==> config.mk <==
export PLATFORM = sky130hd
export DESIGN_NAME = nhe_ecc_engine
export DESIGN_NICKNAME = d
export VERILOG_FILES = /design/src/rtl/nhe_pkg.sv /design/src/rtl/nhe_byte_fold.sv /design/src/rtl/nhe_code_pack.sv /design/src/rtl/nhe_readout_seq.sv /design/src/rtl/nhe_ecc_engine.sv
export SDC_FILE = /design/constraint.sdc
export NUM_CORES = 1
export LEC_CHECK = 0
export BUFFER_PORTS_ARGS = -buffer_cell sky130_fd_sc_hd__buf_2
export CORE_ASPECT_RATIO = 0.6
export CORE_MARGIN = 3
export CORE_UTILIZATION = 58
export DETAILED_ROUTE_END_ITERATION = 6
export GPL_TIMING_DRIVEN = 0
export PLACE_DENSITY = 0.82
export SKIP_LAST_GASP = 1
export SLEW_MARGIN = 10
export SYNTH_ARGS = -nofsm -noshare
export SYNTH_HDL_FRONTEND = slang
export SYNTH_SLANG_ARGS = --single-unit
==> constraint.sdc <==
create_clock -name clk -period 5.9 [get_ports clk]
set_input_delay 1.77 -clock clk [delete_from_list [all_inputs] [get_ports clk]]
set_output_delay 1.77 -clock clk [all_outputs]
set_load 0.02 [all_outputs]
==> src/rtl/nhe_pkg.sv <==
package nhe_pkg;
    typedef enum logic [1:0] {
        ECC_OFF   = 2'b00,
        ECC_ACCUM = 2'b01,
        ECC_READ  = 2'b10,
        ECC_CLEAR = 2'b11
    } ecc_mode_e;

    localparam int unsigned CODE_BITS = 24;
endpackage

==> src/rtl/nhe_byte_fold.sv <==
// Folds one byte into a chunk's line and column parity accumulators.
module nhe_byte_fold #(
    parameter int unsigned AW = 8
) (
    input  logic [7:0]      byte_i,
    input  logic [AW-1:0]   addr_i,
    input  logic [2*AW-1:0] lp_i,
    input  logic [7:0]      col_i,
    output logic [2*AW-1:0] lp_o,
    output logic [7:0]      col_o
);
    logic par;
    assign par   = ^byte_i;
    assign col_o = col_i ^ byte_i;

    for (genvar k = 0; k < AW; k++) begin : g_line
        assign lp_o[2*k]   = lp_i[2*k]   ^ (par & ~addr_i[k]);
        assign lp_o[2*k+1] = lp_i[2*k+1] ^ (par &  addr_i[k]);
    end
endmodule

==> src/rtl/nhe_code_pack.sv <==
// Turns a chunk's accumulators into the three inverted code bytes.
module nhe_code_pack #(
    parameter int unsigned AW = 8
) (
    input  logic [2*AW-1:0] lp_i,
    input  logic [7:0]      col_i,
    output logic [23:0]     code_o
);
    logic [15:0] lp_ext;
    logic [5:0]  cp;

    assign lp_ext = 16'(lp_i);
    assign cp[0] = col_i[6] ^ col_i[4] ^ col_i[2] ^ col_i[0];
    assign cp[1] = col_i[7] ^ col_i[5] ^ col_i[3] ^ col_i[1];
    assign cp[2] = col_i[5] ^ col_i[4] ^ col_i[1] ^ col_i[0];
    assign cp[3] = col_i[7] ^ col_i[6] ^ col_i[3] ^ col_i[2];
    assign cp[4] = ^col_i[3:0];
    assign cp[5] = ^col_i[7:4];

    assign code_o = {~cp, 2'b11, ~lp_ext[15:8], ~lp_ext[7:0]};
endmodule

==> src/rtl/nhe_readout_seq.sv <==
// Steps through the code bytes in the order byte1, byte0, byte2 per chunk.
module nhe_readout_seq #(
    parameter int unsigned NUM_CHUNKS = 2
) (
    input  logic                       clk,
    input  logic                       rst_n,
    input  logic                       clear_i,
    input  logic                       step_i,
    input  logic [NUM_CHUNKS*24-1:0]   codes_i,
    output logic [7:0]                 byte_o
);
    localparam int unsigned CW = (NUM_CHUNKS > 1) ? $clog2(NUM_CHUNKS) : 1;

    typedef struct packed {
        logic [CW-1:0] chunk;
        logic [1:0]    pos;
    } ro_state_t;

    ro_state_t st_d, st_q;
    logic [23:0] cur_code;

    always_comb begin
        cur_code = '0;
        for (int c = 0; c < NUM_CHUNKS; c++) begin
            if (st_q.chunk == CW'(c)) cur_code = codes_i[c*24 +: 24];
        end
        unique case (st_q.pos)
            2'd0:    byte_o = cur_code[15:8];
            2'd1:    byte_o = cur_code[7:0];
            default: byte_o = cur_code[23:16];
        endcase

        st_d = st_q;
        if (clear_i) begin
            st_d = '0;
        end else if (step_i) begin
            if (st_q.pos == 2'd2) begin
                st_d.pos   = 2'd0;
                st_d.chunk = (st_q.chunk == CW'(NUM_CHUNKS - 1)) ? '0 : st_q.chunk + CW'(1);
            end else begin
                st_d.pos = st_q.pos + 2'd1;
            end
        end
    end

    always_ff @(posedge clk or negedge rst_n) begin
        if (!rst_n) st_q <= '0;
        else        st_q <= st_d;
    end
endmodule

==> src/rtl/nhe_ecc_engine.sv <==
module nhe_ecc_engine #(
    parameter int unsigned CHUNK_BYTES = 256,
    parameter int unsigned NUM_CHUNKS  = 2
) (
    input  logic       clk,
    input  logic       rst_n,
    input  logic [1:0] mode_i,
    input  logic       port_wr_i,
    input  logic       port_rd_i,
    input  logic [7:0] port_wdata_i,
    input  logic [7:0] flash_rdata_i,
    output logic [7:0] port_rdata_o,
    output logic       flash_rd_stb_o
);
    import nhe_pkg::*;

    localparam int unsigned AW  = $clog2(CHUNK_BYTES);
    localparam int unsigned CW  = $clog2(NUM_CHUNKS + 1);
    localparam int unsigned LPW = 2 * AW;

    typedef struct packed {
        logic [AW-1:0]                    addr;
        logic [CW-1:0]                    slot;
        logic [NUM_CHUNKS-1:0][LPW-1:0]   lp;
        logic [NUM_CHUNKS-1:0][7:0]       col;
    } acc_state_t;

    acc_state_t st_d, st_q;
    ecc_mode_e  mode;
    logic       xfer;
    logic [7:0] xbyte;
    logic       ro_step;
    logic [7:0] ro_byte;

    logic [NUM_CHUNKS-1:0][LPW-1:0] fold_lp;
    logic [NUM_CHUNKS-1:0][7:0]     fold_col;
    logic [NUM_CHUNKS*24-1:0]       codes;

    assign mode    = ecc_mode_e'(mode_i);
    assign xfer    = port_wr_i | port_rd_i;
    assign xbyte   = port_wr_i ? port_wdata_i : flash_rdata_i;
    assign ro_step = (mode == ECC_READ) && port_rd_i && !port_wr_i;

    for (genvar g = 0; g < NUM_CHUNKS; g++) begin : g_chunk
        nhe_byte_fold #(.AW(AW)) u_fold (
            .byte_i (xbyte),
            .addr_i (st_q.addr),
            .lp_i   (st_q.lp[g]),
            .col_i  (st_q.col[g]),
            .lp_o   (fold_lp[g]),
            .col_o  (fold_col[g])
        );
        nhe_code_pack #(.AW(AW)) u_pack (
            .lp_i   (st_q.lp[g]),
            .col_i  (st_q.col[g]),
            .code_o (codes[g*24 +: 24])
        );
    end

    nhe_readout_seq #(.NUM_CHUNKS(NUM_CHUNKS)) u_ro (
        .clk     (clk),
        .rst_n   (rst_n),
        .clear_i (mode == ECC_CLEAR),
        .step_i  (ro_step),
        .codes_i (codes),
        .byte_o  (ro_byte)
    );

    always_comb begin
        st_d = st_q;
        unique case (mode)
            ECC_CLEAR: st_d = '0;
            ECC_ACCUM: begin
                if (xfer && (st_q.slot < CW'(NUM_CHUNKS))) begin
                    for (int c = 0; c < NUM_CHUNKS; c++) begin
                        if (st_q.slot == CW'(c)) begin
                            st_d.lp[c]  = fold_lp[c];
                            st_d.col[c] = fold_col[c];
                        end
                    end
                    if (st_q.addr == AW'(CHUNK_BYTES - 1)) begin
                        st_d.addr = '0;
                        st_d.slot = st_q.slot + CW'(1);
                    end else begin
                        st_d.addr = st_q.addr + AW'(1);
                    end
                end
            end
            default: ;
        endcase
    end

    always_ff @(posedge clk or negedge rst_n) begin
        if (!rst_n) st_q <= '0;
        else        st_q <= st_d;
    end

    assign port_rdata_o   = (mode == ECC_READ) ? ro_byte : flash_rdata_i;
    assign flash_rd_stb_o = port_rd_i && !port_wr_i && (mode != ECC_READ);
endmodule

==> After elaboration in Yosys (flattened, before gate mapping) <==
Cells that the tools add are included.
{ "word_totals": {"register_bits": 61, "latchBits": 0, "ramBits": 0, "mem_bits_ro": 0, "output_inout_bits": 9, "wordCells": 152, "mem_count": 0} }
{ "classes": {"n_addsub": 4, "multipliers": 0, "div_mod_pow": 0, "n_lt_le_gt_ge": 1, "eq_ne": 12, "n_shift": 0, "muxes": 17, "bitwise": 89, "reduce_logical": 21} }
{ "ops": {"columns": ["op", "count"], "rows": [
  ["one-hot mux 58 bit (2 select lines)", 1],
  ["two-way mux 58 bit", 1],
  ["bitwise XOR 1 bit", 56],
  ["two-way mux 8 bit", 5],
  ["two-way mux 16 bit", 2],
  ["inverter 8 bit", 4],
  ["two-way mux 24 bit", 1],
  ["bitwise AND 1 bit", 16],
  ["one-hot mux 8 bit (2 select lines)", 1],
  ["XOR reduction 4 bit", 4],
  ["bitwise XOR 8 bit", 2],
  ["inverter 6 bit", 2],
  ["inequality test 2 bit, second input constant", 5],
  ["AND reduction 3 bit", 3],
  ["adder 8 x 1 -> 8 bit, second input constant", 1],
  ["== test 8 bit, second input constant", 1],
  ["inverter 1 bit", 8],
  ["XOR reduction 8 bit", 1],
  ["== test 2 x 1 -> 1 bit, second input constant", 3],
  ["== test 2 bit, second input constant", 3],
  ["two-way mux 3 bit", 2],
  ["nonzero test 2 bit", 3],
  ["logical AND 1 bit", 5],
  ["adder 2 x 1 -> 2 bit, second input constant", 2],
  ["other kinds (8)", 12]
]} }

==> Depth between registers and ports, before layout <==
Gate-level depths: netlist of run 1.
{ "depth": {"ltp_word": 7, "ltp_mapped": 9, "mapped_depth_nobuf": 6} }

==> Modules after synthesis <==
Synthesis of run 1 repeated with hierarchy kept, for this count alone.
{ "hier_totals": {"hier_cells": 394, "area_unflattened_um2": 4264.1} }
{ "by_module_without_submodules": {"columns": ["module", "instances", "cells_each", "area_each_um2", "seq_area_each_um2"], "rows": [
  ["nhe_ecc_engine", 1, 190, 2566.2, 1451.4],
  ["nhe_byte_fold", 2, 48, 370.4, 0.0],
  ["nhe_readout_seq", 1, 42, 554.3, 75.1],
  ["nhe_code_pack", 2, 33, 201.4, 0.0]
]} }

==> Worst setup path after synthesis of run 1 <==
OpenSTA, ideal clock, no wires.
{ "synth_path": {"kind": "input -> output", "startpoint": "input port mode_i[0]", "endpoint": "output port port_rdata_o[2]", "t_arrival_ns": 2.770, "required_time_ns": 4.130, "path_slack_ns": 1.360, "stages": 4, "n_path_buf": 1, "cell_sequence": "inv_1 > nand2_1 > clkbuf_1 > o21ai_0"} }
{ "synth_between": {"elab_chain_cells": 2} }
{ "synth_lines": {"columns": ["element", "line", "rtl"], "rows": [
  ["start: declaration", "nhe_ecc_engine.sv:7", "input logic [1:0] mode_i,"],
  ["== test 2 bit", "nhe_ecc_engine.sv:98", "assign port_rdata_o = (mode == ECC_READ) ? ro_byte : flash_rdata_i;"],
  ["two-way mux 8 bit", "nhe_ecc_engine.sv:98", null],
  ["end: declaration", "nhe_ecc_engine.sv:12", "output logic [7:0] port_rdata_o,"]
]} }
Every way passes these cells.

==> Worst setup path after layout of run 1 <==
{ "layout_path": {"startpoint": "input port port_wr_i", "endpoint": "output port flash_rd_stb_o"} }
{ "layout_between": {"elab_chain_cells": 3} }
{ "layout_lines": {"columns": ["element", "line", "rtl"], "rows": [
  ["start: declaration", "nhe_ecc_engine.sv:8", "input logic port_wr_i,"],
  ["logical NOT 1 bit", "nhe_ecc_engine.sv:99", "assign flash_rd_stb_o = port_rd_i && !port_wr_i && (mode != ECC_READ);"],
  ["logical AND 1 bit (2 in series)", "nhe_ecc_engine.sv:99", null],
  ["end: declaration", "nhe_ecc_engine.sv:13", "output logic flash_rd_stb_o"]
]} }
Every way passes these cells.

==> results of run 1 <==
-- cells in the final DEF, fill, tap and decap left out, types with 3 or more instances in the layout --
| master | instances |
|---|---|
| mux2_2 | 10 |
| clkbuf_1 | 28 |
| nor3_1 | 5 |
| a21oi_1 | 46 |
| o2bb2ai_1 | 5 |
| nand2_1 | 55 |
| nor2_1 | 23 |
| and3_1 | 3 |
| o31ai_1 | 17 |
| inv_1 | 3 |
| ha_1 | 3 |
| xor2_1 | 24 |
| o21ai_0 | 22 |
| buf_2 | 34 |
| mux4_2 | 8 |
| mux2i_1 | 7 |
| dfrtp_1 | 61 |
| a31oi_1 | 5 |
| o211ai_1 | 3 |
| a21o_1 | 4 |
| and2_1 | 4 |
| xnor2_1 | 31 |
| clkbuf_8 | 11 |
| or3_1 | 16 |
| or4_1 | 16 |
-- through the flow --
step / utilization, % / hold slack, ns
5_1_grt: 69.1 / 0.562
3_3_place_gp: 65.4 / 0.504
4_1_cts: 69.1 / 0.522
3_5_place_dp: 65.5 / 0.513
6_report: 69.1 / 0.522
2_1_floorplan: - / 0.473
-- worst register-to-register path: stages, from the launching register on --
cell      delay, ns
dfrtp_1        0.39
o21bai_2       0.26
nor2_4         0.20
and2_1         0.15
clkbuf_1       0.28
buf_2          0.30
nand2_1        0.10
or3_1          0.33
a21oi_1        0.15
-- flip-flops by register name, indices dropped and copies added (netlist names) --
signal     count
u_ro.st_q      3
st_q          58
-- cell type report --
| class | count | area (µm²) | share of cell area (%) |
|---|---|---|---|
| multi-input cells | 320 | 2170 | 50.0 |
| flip-flops and latches | 61 | 1530 | 35.2 |
| clock buffers | 12 | 155 | 3.58 |
| repair buffers | 29 | 148 | 3.41 |
| plain buffers | 36 | 148 | 3.41 |
| well taps | 84 | 105 | 2.42 |
| clock inverters | 4 | 70.1 | 1.62 |
| inverters | 4 | 15.0 | 0.346 |
-- synth_stat cells, types with 2 or more instances --
cell type / number / area [µm²]
nor3_1: 5 / 25.0
mux2_2: 10 / 113
nand2_1: 55 / 206
or3_1: 16 / 100
dfrtp_1: 61 / 1530
nand4_1: 2 / 12.5
a31oi_1: 5 / 31.3
nor2_1: 23 / 86.3
or4_1: 16 / 120
clkbuf_1: 27 / 101
a21oi_1: 46 / 230
a21o_1: 4 / 30.0
and2_1: 4 / 25.0
and3_1: 3 / 18.8
inv_1: 3 / 11.3
o31ai_1: 17 / 128
mux2i_1: 7 / 70.1
o2bb2ai_1: 5 / 43.8
o21ai_0: 22 / 110
xor2_1: 24 / 210
o21bai_1: 2 / 15.0
mux4_2: 8 / 180
ha_1: 3 / 37.5
xnor2_1: 31 / 272
o211ai_1: 3 / 22.5
buf_2: 6 / 30.0
-- power by group --
part,switching [µW],total (µW),internal [µW]
Combinational,253,414,161
Sequential,49.6,516,466
Clock,174,433,260
-- how the worst max path moves through the flow --
stage                 endpoint  slack, ns  depth (start not counted)
2_1_floorplan  port_rdata_o[2]       1.36                          4
3_3_place_gp    flash_rd_stb_o       1.14                          5
3_5_place_dp    flash_rd_stb_o       1.11                          5
4_1_cts        port_rdata_o[2]       1.10                          7
5_1_grt        port_rdata_o[3]       0.98                          7
6_report        flash_rd_stb_o       1.05                          5
-- routing by layer --
layer / GRT usage [%] / vias to the layer above / wire length [µm] / part of all wire, %
met5: 0 / - / 0 / 0
met1: 44.6 / 1682 / 4830 / 44
li1: - / 1566 / - / -
met3: 10.8 / 22 / 1450 / 13
met4: 6.48 / 0 / 175 / 1.6
met2: 40.3 / 203 / 4610 / 42
-- cell families (layout without fill, tap and decap cells) --
family,after synthesis,count (layout),synth area share (%)
muxes,25,25,9.41
and+or+nand+nor,128,128,16.2
DFF,61,61,39.6
xor gates and xnor gates,56,56,12.9
buffers and inverters,40,85,4.22
adders and majority gates,3,3,0.973
AOI/OAI and AO/OA,108,108,16.7
==> impl_summary.log, run 1 <==
INFO  metric clock_tree_from_tritoncts = built
INFO  metric routed-via-count = approximately 3,500
INFO  metric placement.setup.worst_slack = roughly 1.1 ns
INFO  metric placement.io_buffers = 29
INFO  metric detail_route.drc_violations = 0
INFO  metric cp.buffers_inverters = 3
INFO  metric cellLeakagePower = between 0.0015 and 0.002 µW
INFO  metric status = finished clean
INFO  metric clkSlewWorstSetupHoldPaths = around 0.06 ns
INFO  metric fill_cells = approximately 460
INFO  metric antenna_found_initial = 0
INFO  metric cap_violations = 0
INFO  metric final.setup.tns = 0 ns
INFO  metric cts_hold_buffers = 0
INFO  metric grtUsageTotal = 29.5%
INFO  metric area_growth = 12.4%
INFO  metric timing.hold.worst_endpoint = st_q[48]
INFO  metric antenna_violating_nets_post_route = 0
INFO  metric placeableCoreArea = around 0.0063 mm²
INFO  metric grt_pass1_vias = 3,335
INFO  metric hpwlAfterDp = roughly 7.9 mm
INFO  metric postLayoutCellArea = 0.00433 mm²
INFO  metric holdCritPathClass = reg2reg
INFO  metric clock_sinks = 61
INFO  metric chipWidth = around 110 µm
INFO  metric final_net_count = about 490
INFO  metric crit_chain = buf_4, clkbuf_1, nand2b_1, a21oi_1, buf_2
INFO  metric detail_route.first_pass.iterations = 5
INFO  metric avgSynthCellArea = 9.16 µm²
INFO  metric fp.dieH = 69.2 µm
INFO  metric critPathArrivalTime = 3.08 ns
INFO  metric grt_setup_unrepaired = no
INFO  metric synth_flop_cell = dfrtp_1
INFO  metric tritoncts.num_buffers = 9
INFO  metric crit_fanout = 10
INFO  metric synthesis.yosys.warnings = 0
INFO  metric first_iter_violations = ~420
INFO  metric placed_cell_area = between 0.004 and 0.005 mm²
INFO  metric postSynthRegisterBits = 61
INFO  metric cts-htree-levels = 3
INFO  metric fmax = 206 MHz
INFO  metric final_weighted_congestion_in_routability_driven_placement = approximately 0.93
INFO  metric post-place-cells = around 530
INFO  metric crit_family = buffers and inverters
INFO  metric fp.dieArea = slightly below 0.008 mm²
INFO  metric regToRegSetupSlack = approximately 3.7 ns
INFO  metric critical_path.startpoint = port_wr_i
INFO  metric finalHoldViolations = 0
INFO  metric relSlewSlack = roughly 47%
INFO  metric io_pins = 31
INFO  metric post-route-worst-setup-slack = between 1 and 1.5 ns
INFO  metric synth.cell_area = between 0.003 and 0.004 mm²
INFO  metric yosys.cell_types.count = 39
INFO  metric synth_sequential_area_ratio = approximately two fifths
INFO  metric initial_utilization = about three fifths
INFO  metric insertedDiodeCount = 0
INFO  metric report.power.total = between 1000 and 1500 µW
INFO  metric post-cts-setup-buffers = 0
INFO  metric fin_crit_sh = 82.2%
INFO  metric cts-root-buf = clkbuf_8
INFO  metric timing.reg2reg.worst_path_depth = 8
INFO  metric cts_resized = 0
INFO  metric cp_slowest_cell = clkbuf_1
INFO  metric synthesized_net_count = between 400 and 500
INFO  metric worst_r2r_endpoint = st_q[27]
INFO  metric synth_enable_flop_cells = 0
INFO  metric final_max_slew_viol_count = 0
INFO  metric path_class = in2out
INFO  metric critical-path-max-stage-delay = around 0.58 ns
INFO  metric clock_latency = 0.36 ns
INFO  metric clk_path_buf_depth = 2
INFO  metric synthesis.instances = 421
INFO  metric drive_gt1_share = approximately 16%
INFO  metric num_rows = 22
INFO  metric wire_length_of_the_first_global_routing_pass = 17.8 mm
INFO  metric holdPathStages = 1
INFO  metric worst_ep_required_time = about 4.1 ns
INFO  metric hold_path.startpoint = st_q[48]
INFO  metric timing.critical_path.to_type = output port
INFO  metric grt_max_degree = 62
INFO  metric detail_route.vias_per_cell = about 6.3
INFO  metric layout_min_cycle_time = a little under 5 ns
INFO  metric setup_viol_count_final = 0
INFO  metric drt-wirelength-per-cell = between 20 and 25 µm
INFO  metric cp_startpoint_kind = primary input
INFO  metric worst_ir_drop_vdd = 0.208 mV
INFO  metric layoutNonFillerInstCount = 550
INFO  metric postRouteWirelength = approximately 11 mm
INFO  metric async_flop_share = 100%
INFO  metric worst_slew_pin_slew = roughly 0.80 ns
INFO  metric power_per_cell_area = around 310 mW/mm²
INFO  metric timing.rr.start = st_q[49]
INFO  metric grt_overflow_total = 0
INFO  metric finalClockSkew = 0.00606 ns
No activity file was read; power rests on OpenSTA's default activity.
==> inputs of run 2 (changes only) <==
Settings changed: ABC_AREA set to 1, PLACE_DENSITY 0.82 to 0.81.
Clock period 5.9 ns to 4.8 ns, I/O delays scaled along.
==> run 2 against run 1 <==
Routed wire length increased by 20%. Setup slack got worse by 0.69 ns. Die area increased by 9.9%. Area after synthesis increased by 11%. Via count increased by 28%.
==> impl_summary.log, run 2 <==
INFO  metric grtUsageTotal = 33.0% (+3.5 points)
INFO  metric cts-root-buf = clkbuf_16
INFO  metric report.power.total = 2070 µW (+52%)
INFO  metric detail_route.drc_violations = 0 (unchanged)
INFO  metric antenna_found_initial = 0 (unchanged)
INFO  metric first_iter_violations = 793 (+87%)
INFO  metric layout_commonest_cell = nand2_1
INFO  metric fill_cells = 567 (+23%)
INFO  metric timing.reg2reg.worst_path_depth = 7 (-1)
INFO  metric hpwlAfterDp = 9.79 mm (+23%)
INFO  metric detail_route.first_pass.iterations = 6 (+1)
INFO  metric synthesis.yosys.warnings = 0 (unchanged)
INFO  metric cellLeakagePower = 0.00244 µW (+34%)
INFO  metric critPathArrivalTime = 3.00 ns (-0.08 ns)
INFO  metric mostFrequentLayoutCells = 132 x nand2_1, 123 x nor2_1, 61 x dfrtp_1
INFO  metric path_class = in2out
INFO  metric power_per_cell_area = 428 mW/mm² (+36%)
INFO  metric worst_ir_drop_vdd = 0.331 mV (+59%)
INFO  metric final_max_slew_viol_count = 0 (unchanged)
INFO  metric synthesis.instances = 597 (+42%)
INFO  metric finalHoldViolations = 0 (unchanged)
INFO  metric worst_r2r_endpoint = st_q[24]
INFO  metric synthesized_net_count = 622 (+39%)
INFO  metric cp.buffers_inverters = 3 (unchanged)
INFO  metric insertedDiodeCount = 0 (unchanged)
INFO  metric synth.cell_area = 0.00427 mm² (+11%)
INFO  metric postSynthRegisterBits = 61 (unchanged)
INFO  metric grt_pass1_vias = 4,087 (+23%)
INFO  metric crit_chain = buf_2, nor2_2, clkinv_1, a221oi_1, a22oi_1, buf_2
INFO  metric antenna_violating_nets_post_route = 0 (unchanged)
INFO  metric cp_startpoint_kind = primary input
INFO  metric timing.rr.start = st_q[49]
INFO  metric fmax = ~230 MHz
INFO  metric async_flop_share = 100% (unchanged)
INFO  metric drt-wirelength-per-cell = 18.3 µm (-9.2%)
INFO  metric final_net_count = 662 (+36%)
INFO  metric grt_overflow_total = 0 (unchanged)
INFO  metric setup_viol_count_final = 0 (unchanged)
INFO  metric cp_slowest_cell = clkinv_1
INFO  metric worst_ep_required_time = 3.36 ns (-0.77 ns)
INFO  metric cpMostUsedCell = buf_2
INFO  metric placeableCoreArea = 0.00691 mm² (+10%)
INFO  metric io_pins = 31 (unchanged)
INFO  metric timing.critical_path.to = port_rdata_o[3]
INFO  metric synth_enable_flop_cells = 0 (unchanged)
INFO  metric clk_path_buf_depth = 2 (unchanged)
INFO  metric post-cts-setup-buffers = 0 (unchanged)
INFO  metric drive_gt1_share = 15.3% (-0.62 points)
INFO  metric cts_resized = 0 (unchanged)
INFO  metric largest_reg_flops = 58 (unchanged)
INFO  metric layout_min_cycle_time = around 4.4 ns
INFO  metric final.setup.tns = 0 ns (unchanged)
INFO  metric cap_violations = 0 (unchanged)
INFO  metric status = finished clean
INFO  metric finalClockSkew = 0.00563 ns (-0.000427 ns)
INFO  metric top_register = st_q
INFO  metric critical-path-max-stage-delay = 0.39 ns (-0.19 ns)
INFO  metric chipWidth = 117 µm (+4.9%)
INFO  metric grt_setup_unrepaired = no
INFO  metric postRouteWirelength = 13.3 mm (+20%)
INFO  metric placement.setup.worst_slack = 0.443 ns (-0.663 ns)
INFO  metric regToRegSetupSlack = 2.91 ns (-0.75 ns)
INFO  metric synth_flop_cell = dfrtp_1
INFO  metric holdCritPathClass = reg2reg
INFO  metric fp.dieH = 72.4 µm (+4.7%)
INFO  metric yosys.cell_types.count = 39 (unchanged)
INFO  metric synth_top_cell_by_area = dfrtp_1
INFO  metric worst_slew_pin_slew = 0.779 ns (-0.0211 ns)
INFO  metric post-route-worst-setup-slack = 0.360 ns (-0.690 ns)
INFO  metric multi_input_comb_area = 0.00238 mm² (+10%)
INFO  metric fp.dieArea = 0.00845 mm² (+9.9%)
INFO  metric synth_sequential_area_ratio = 35.8% (-3.8 points)
INFO  metric initial_utilization = 61.8% (+0.33 points)
INFO  metric clock_tree_from_tritoncts = built
INFO  metric reg.largest.list = st_q: 58 flops, u_ro.st_q: 3 flops
INFO  metric detail_route.vias_per_cell = 6.12 (-3.2%)
INFO  metric avgSynthCellArea = 7.15 µm² (-22%)
INFO  metric critical_path.startpoint = mode_i[0]
INFO  metric clkSlewWorstSetupHoldPaths = 0.05 ns (about the same)
INFO  metric wire_length_of_the_first_global_routing_pass = 21.1 mm (+19%)
INFO  metric cts_hold_buffers = 0 (unchanged)
INFO  metric num_rows = 23 (+4.5%)
INFO  metric crit_fanout = 10 (unchanged)
INFO  metric cts-htree-levels = 3 (unchanged)
INFO  metric ff_latch_area = 0.00153 mm² (unchanged)
INFO  metric yosysMostFrequentCell = nand2_1
INFO  metric area_growth = 13.3%
INFO  metric clock_latency = 0.34 ns (-0.02 ns)
INFO  metric routed-via-count = 4,458 (+28%)
INFO  metric timing.critical_path.to_type = output port
INFO  metric final_weighted_congestion_in_routability_driven_placement = 0.962 (+3.5%)
INFO  metric synth_top_area_share = 35.8% (-3.8 points)
INFO  metric cp_num_cells = 6 (+1)
INFO  metric fin_crit_sh = just over 90%
INFO  metric relSlewSlack = 48.1% (+1.4 points)
INFO  metric tritoncts.num_buffers = 9 (unchanged)
INFO  metric clock_sinks = 61 (unchanged)
INFO  metric synth_top_cells_by_area = dfrtp_1 36%, nand2_1 12%, nor2_1 11%
INFO  metric crit_family = buffers and inverters
INFO  metric grt_max_degree = 62 (unchanged)
INFO  metric synth_top_cells_by_count = 132 x nand2_1, 123 x nor2_1, 61 x dfrtp_1
INFO  metric placement.io_buffers = 29 (unchanged)
==> run 2: cell types whose count changed after synthesis, sizes merged, moves of 13 or more <==
cell,change
nor2,+105
nand2,+93
inv,+43
nand4,+31
nand3,+25
xnor2,-20
o21ai,+18
clkbuf,-17
o31ai,-16
or3,-16
or4,-16
xor2,-13
==> run 2: how the worst min path moves through the flow <==
stage,start,endpoint,slack [ns],cells after the start
after floorplan,st_q[7],st_q[7],0.49,1
after global placement,st_q[0],st_q[0],0.51,1
after detailed placement,st_q[10],st_q[10],0.52,1
after CTS,st_q[2],st_q[2],0.53,1
after global routing,st_q[2],st_q[2],0.56,1
final,st_q[1],st_q[1],0.53,1
==> run 2: report_power, final <==
part	internal (µW)	switching [µW]
clock	441	238
combinational	234	440
sequential	606	109
==> run 2: per-layer routing <==
| layer | track usage, % | routed length [µm] |
|---|---|---|
| met2 | 45.3 | 5460 |
| met1 | 48.7 | 5660 |
| met5 | 0 | 0 |
| met4 | 9.41 | 197 |
| met3 | 11.9 | 1990 |
==> run 2: through the flow <==
| stage | util (%) | cells | instance area, µm² | hold WS (ns) |
|---|---|---|---|---|
| finish | 70.0 | 729 | 4830 | 0.532 |
| global route | 70.0 | 729 | 4830 | 0.558 |
| global placement | 65.5 | 713 | 4520 | 0.510 |
| floorplan | - | 597 | 4270 | 0.492 |
| CTS | 70.0 | 729 | 4830 | 0.531 |
| detailed placement | 65.5 | 713 | 4520 | 0.524 |
==> run 2: cell type report <==
| class | instances | area share, % |
|---|---|---|
| Clock buffer | 12 | 5.51 |
| Tap cell | 87 | 2.25 |
| Timing Repair Buffer | 29 | 3.05 |
| Buffer | 24 | 3.55 |
| Clock inverter | 4 | 0.932 |
| Inverter | 48 | 3.83 |
| Sequential cell | 61 | 31.6 |
| Multi-Input combinational cell | 464 | 49.3 |
==> run 2: cell families (layout without fill, tap and decap cells) <==
| family | count (synthesis) | after routing | synth area share [%] |
|---|---|---|---|
| fa+ha+maj | 3 | 3 | 0.880 |
| compound gates | 99 | 99 | 13.3 |
| simple gates | 339 | 339 | 36.9 |
| xor+xnor | 23 | 23 | 4.72 |
| flops | 61 | 61 | 35.8 |
| buf+inv | 72 | 117 | 8.36 |
